File: src/rtl/sf_pkg.sv
package sf_pkg;
  parameter int unsigned SF_DEPTH = 64;

  typedef enum logic [1:0] {
    RD_IDLE,  // nothing presented
    RD_SHOW,  // head word valid on output register
    RD_HOLD   // read accepted, waiting for strobe to fall
  } sf_rd_e;
endpackage

File: src/rtl/sf_strobe_sync.sv
module sf_strobe_sync #(
  parameter int unsigned STAGES = 2
) (
  input  logic clk_i,
  input  logic rst_ni,
  input  logic strobe_i,
  output logic level_o,
  output logic fall_o
);
  logic [STAGES:0] sh_q;

  always_ff @(posedge clk_i or negedge rst_ni) begin
    if (!rst_ni) sh_q <= '0;
    else         sh_q <= {sh_q[STAGES-1:0], strobe_i};
  end

  assign level_o = sh_q[STAGES-1];
  assign fall_o  = sh_q[STAGES] & ~sh_q[STAGES-1];
endmodule

File: src/rtl/sf_store.sv
module sf_store #(
  parameter int unsigned WIDTH = 5,
  parameter int unsigned DEPTH = 64,
  localparam int unsigned AW   = (DEPTH > 1) ? $clog2(DEPTH) : 1
) (
  input  logic             clk_i,
  input  logic             we_i,
  input  logic [AW-1:0]    waddr_i,
  input  logic [WIDTH-1:0] wdata_i,
  input  logic [AW-1:0]    raddr_i,
  output logic [WIDTH-1:0] rdata_o
);
  logic [WIDTH-1:0] mem_q [DEPTH];

  always_ff @(posedge clk_i) begin
    if (we_i) mem_q[waddr_i] <= wdata_i;
  end

  assign rdata_o = mem_q[raddr_i];
endmodule

File: src/rtl/shift_fifo.sv
module shift_fifo
  import sf_pkg::*;
#(
  parameter int unsigned WIDTH       = 5,
  parameter int unsigned DEPTH       = SF_DEPTH,
  parameter int unsigned SYNC_STAGES = 2
) (
  input  logic             clk_i,
  input  logic             rst_ni,
  input  logic [WIDTH-1:0] data_i,
  input  logic             shin_i,
  output logic             in_rdy_o,
  output logic [WIDTH-1:0] data_o,
  input  logic             shout_i,
  output logic             out_rdy_o,
  input  logic             oe_ni
);
  localparam int unsigned AW = (DEPTH > 1) ? $clog2(DEPTH) : 1;
  localparam int unsigned CW = $clog2(DEPTH + 1);
  localparam int unsigned NS = 2;  // 0: shift-in, 1: shift-out

  logic [NS-1:0] strb, lvl, fall;
  assign strb = {shout_i, shin_i};

  for (genvar g = 0; g < NS; g++) begin : g_sync
    sf_strobe_sync #(.STAGES(SYNC_STAGES)) u_sync (
      .clk_i   (clk_i),
      .rst_ni  (rst_ni),
      .strobe_i(strb[g]),
      .level_o (lvl[g]),
      .fall_o  (fall[g])
    );
  end

  function automatic logic [AW-1:0] ptr_inc(input logic [AW-1:0] p);
    return (p == AW'(DEPTH - 1)) ? '0 : p + AW'(1);
  endfunction

  logic [AW-1:0]    wptr_q, rptr_q;
  logic [CW-1:0]    cnt_q;
  logic             wr_hold_q;
  sf_rd_e           rd_q;
  logic [WIDTH-1:0] out_q, rdata;
  logic             full, cap, wr_adv, accept, pop, load;

  assign full   = (cnt_q == CW'(DEPTH));
  assign in_rdy_o = ~wr_hold_q & ~full;
  // level capture lets a held strobe load as soon as room appears
  assign cap    = lvl[0] & in_rdy_o;
  assign wr_adv = fall[0] & wr_hold_q;
  assign accept = (rd_q == RD_SHOW) & lvl[1];
  assign pop    = (rd_q == RD_HOLD) & fall[1];
  assign load   = (rd_q == RD_IDLE) & (cnt_q != '0);

  sf_store #(.WIDTH(WIDTH), .DEPTH(DEPTH)) u_store (
    .clk_i  (clk_i),
    .we_i   (cap),
    .waddr_i(wptr_q),
    .wdata_i(data_i),
    .raddr_i(rptr_q),
    .rdata_o(rdata)
  );

  always_ff @(posedge clk_i or negedge rst_ni) begin
    if (!rst_ni) begin
      wptr_q    <= '0;
      wr_hold_q <= 1'b0;
    end else begin
      if (cap)    wr_hold_q <= 1'b1;
      if (wr_adv) begin
        wr_hold_q <= 1'b0;
        wptr_q    <= ptr_inc(wptr_q);
      end
    end
  end

  always_ff @(posedge clk_i or negedge rst_ni) begin
    if (!rst_ni) cnt_q <= '0;
    else         cnt_q <= cnt_q + CW'(cap) - CW'(pop);
  end

  always_ff @(posedge clk_i or negedge rst_ni) begin
    if (!rst_ni) begin
      rptr_q <= '0;
      rd_q   <= RD_IDLE;
      out_q  <= '0;
    end else begin
      unique case (rd_q)
        RD_IDLE: if (load) begin
          out_q <= rdata;
          rd_q  <= RD_SHOW;
        end
        RD_SHOW: if (accept) rd_q <= RD_HOLD;
        RD_HOLD: if (pop) begin
          rptr_q <= ptr_inc(rptr_q);
          rd_q   <= RD_IDLE;
        end
        default: rd_q <= RD_IDLE;
      endcase
    end
  end

  assign out_rdy_o = (rd_q == RD_SHOW);
  assign data_o    = oe_ni ? '0 : out_q;
endmodule

File: config.mk
export PLATFORM = sky130hd
export DESIGN_NAME = shift_fifo
export DESIGN_NICKNAME = d
export VERILOG_FILES = /design/src/rtl/sf_pkg.sv /design/src/rtl/sf_strobe_sync.sv /design/src/rtl/sf_store.sv /design/src/rtl/shift_fifo.sv
export SDC_FILE = /design/constraint.sdc
export NUM_CORES = 1
export LEC_CHECK = 0
export ABC_AREA = 0
export BUFFER_PORTS_ARGS = -buffer_cell sky130_fd_sc_hd__buf_2
export CORE_MARGIN = 1.5
export CORE_UTILIZATION = 35
export DETAILED_ROUTE_END_ITERATION = 7
export MAX_ROUTING_LAYER = met4
export PLACE_DENSITY_LB_ADDON = 0.25
export SLEW_MARGIN = 20
export SYNTH_ARGS = -nofsm -noshare
export SYNTH_HDL_FRONTEND = slang
export SYNTH_SLANG_ARGS = --single-unit
File: constraint.sdc
create_clock -name clk_i -period 3.8 [get_ports clk_i]
set_input_delay 0.38 -clock clk_i [delete_from_list [all_inputs] [get_ports clk_i]]
set_output_delay 0.38 -clock clk_i [all_outputs]
set_load 0.02 [all_outputs]
==> out/metrics.csv <==
metric,value,unit
clock_path_buffers,3,
port_buffers,16,
leakage,5.13,nW
swShare,0.267,
final_common_cell,edfxtp_1,
critPathCaptureType,register,
rsz0062_at_grt,false,
grt_pass1_vias,7028,
syn_area_per_cell,18.7,sq um
hpwl,18300,um
startpoint_type,register,
routed-via-count,6745,
diodes,0,
finalNonFillerCells,1346,
slowest_stage,nor4bb_1,
initial_core_util,0.356,
gp_congestion,0.784,
cap_violations,0,
finalNetCount,819,
power_frac_clock,0.355,
post-place-cells,1279,
core_area,0.0399,sq mm
ir_drop,0.261,mV
setup_violations,0,
synth_top_flop_cell,edfxtp_1,
slowest_delay,0.47,ns
ctsResizeCount,0,
die_height,205,um
first_iter_violations,642,
p_switching,2.82,mW
drive_above_1_share,0.164,
drtPass1Iterations,5,
grt_max_degree,65,
fp.dieW,205,um
period_minus_slack,3.19,ns
synthesis.nets,781,
p_comb_frac,0.193,
clk_pin_slew,0.06,ns
worstPathArrival,3.59,ns
outcome,completed,
totalWireLength,29200,um
criticalPathCategory,register to register,
syn2layout_area_growth,13.4,%
fin_worst_skew,0.0141,ns
grt.total_usage,0.147,
setup_tns,0,ns
p_int,7.73,mW
final_cell_mix,"320 x edfxtp_1, 93 x nor2_1, 52 x mux4_2",
max_freq,314,MHz
htreeDepth,2,
worstPathBufferInverterCount,3,
synthCells,759,
ys_ff_latch,353,
crit_chain,"inv_1, ha_1, nor4bb_1, a21oi_1, nand2_1, ha_1, inv_1, ha_1, inv_1, fa_1, nand2b_1, a21oi_1, o21ai_0, a21oi_1, nor2_1, xnor2_1",
grt_pass1_wl,44200,um
avgRoutedWirePerCell,21.7,um
io_pins,17,
hold_class,input pin to register,
yosys_warnings,0,
maxSlewViolCount,0,
ant_nets,0,
root_buffer,clkbuf_16,
clock-sinks,353,
synth-seq-area-share,0.734,
synth_edf_count,320,
ys_types,47,
hold_viol,0,
cts_made_buffers,38,
timing.critical_path.fanout_max,4,
vias_per_cell,5.01,
drc_errors,0,
required,4.20,ns
tightest_slew,0.903,ns
cts_tree,built,
rows,73,
clk_latency,0.52,ns
grt-ovfl-total,0,
synth_async_sr_flop_share,0.0935,
antenna_found_initial,0,
fin_crit_sh,0.839,
p_per_area,655,mW/mm^2
dieArea,0.0418,sq mm
synth.cell_area,0.0142,sq mm
slew_headroom,0.398,
p_seq_frac,0.451,
path_delay_family,adder cells,
## logic make-up (layout without fill, tap and decap cells)
kind of cell	after synthesis	after routing	share of synthesized area
and+or+nand+nor	160	160	0.0512
adders and majority gates	12	12	0.0111
DFF	353	353	0.734
AOI/OAI and AO/OA	71	71	0.0320
xor gates and xnor gates	12	12	0.00739
buffers and inverters	48	110	0.0205
muxes	103	103	0.144
## registers in the layout (all words and copies together) (netlist names)
signal and count:
g_sync.u_sync.sh_q 6, rd_q 2, out_q 5, wptr_q 6, rptr_q 6, wr_hold_q 1
u_store.mem_q 320, cnt_q 7
## metal layers
metal  GRT usage  vias up  routed length (um)
li1            -     3105                   -
met1       0.204     3445               13400
met2       0.226      135               13700
met3      0.0199       60                1270
met4      0.0483        0                 832
met5           -        -                   0
## power groups by stage
stage / registers (mW) / clock network (mW) / logic (mW)
2_1_floorplan: 4.56 / 0 / 1.81
3_3_place_gp: 4.85 / 0 / 2.07
3_5_place_dp: 4.86 / 0 / 2.06
4_1_cts: 4.78 / 3.82 / 2.07
5_1_grt: 4.81 / 3.97 / 2.23
6_report: 4.76 / 3.75 / 2.04
## per-stage QoR
| step | power, mW | util | hold WS [ns] | area [sq um] | setup WS, ns |
|---|---|---|---|---|---|
| floorplan | 6.37 | - | 0.0844 | 14200 | 0.743 |
| global placement | 6.92 | 0.371 | 0.339 | 14800 | 0.809 |
| detailed placement | 6.92 | 0.371 | 0.346 | 14800 | 0.618 |
| CTS | 10.7 | 0.404 | 0.294 | 16100 | 0.594 |
| global route | 11.0 | 0.404 | 0.320 | 16100 | 0.320 |
| finish | 10.6 | 0.404 | 0.305 | 16100 | 0.612 |
## Yosys cell counts (7+ instances only)
| library cell | number | area (sq um) |
|---|---|---|
| nand2_1 | 21 | 78.8 |
| a21oi_1 | 12 | 60.1 |
| nand2b_1 | 10 | 62.6 |
| xnor2_1 | 10 | 87.6 |
| a31oi_1 | 17 | 106 |
| nor2_1 | 93 | 349 |
| mux4_2 | 52 | 1170 |
| buf_4 | 8 | 60.1 |
| dfrtp_1 | 33 | 826 |
| o21ai_0 | 8 | 40.0 |
| o22ai_1 | 14 | 87.6 |
| inv_1 | 16 | 60.1 |
| mux4_1 | 22 | 578 |
| buf_2 | 8 | 40.0 |
| ha_1 | 11 | 138 |
| nor2b_1 | 11 | 68.8 |
| mux2i_1 | 27 | 270 |
| clkbuf_1 | 7 | 26.3 |
| edfxtp_1 | 320 | 9610 |
## worst paths after layout
| check | to | start | depth (start not counted) | slack [ns] |
|---|---|---|---|---|
| hold / removal | u_store.mem_q[60][2] | data_i[2] | 1 | 0.31 |
| setup reg to reg | cnt_q[6] | cnt_q[2] | 16 | 0.61 |
| min in group asynchronous | cnt_q[6] | rst_ni | 2 | 0.48 |
| hold reg to reg | g_sync[1].u_sync.sh_q[1] | g_sync[1].u_sync.sh_q[0] | 0 | 0.35 |
| max in group asynchronous | rptr_q[1] | rst_ni | 2 | 2.73 |
| setup / recovery | cnt_q[6] | cnt_q[2] | 16 | 0.61 |
## timing repair
item / 4_1_cts / 5_1_grt
buffers inserted: 0 / 0
hold endpoints to repair: 35 / 0
hold buffers: 3 / 0
## area by class of cell
type	instances	area [sq um]
fill	3521	23800
tap	525	657
timing repair buffer	29	203
sequential	353	10400
clock buffer	53	1050
inverter	17	63.8
clock inverter	11	205
multi-input combinational	358	3490
No activity file was read; power rests on OpenSTA's default activity.
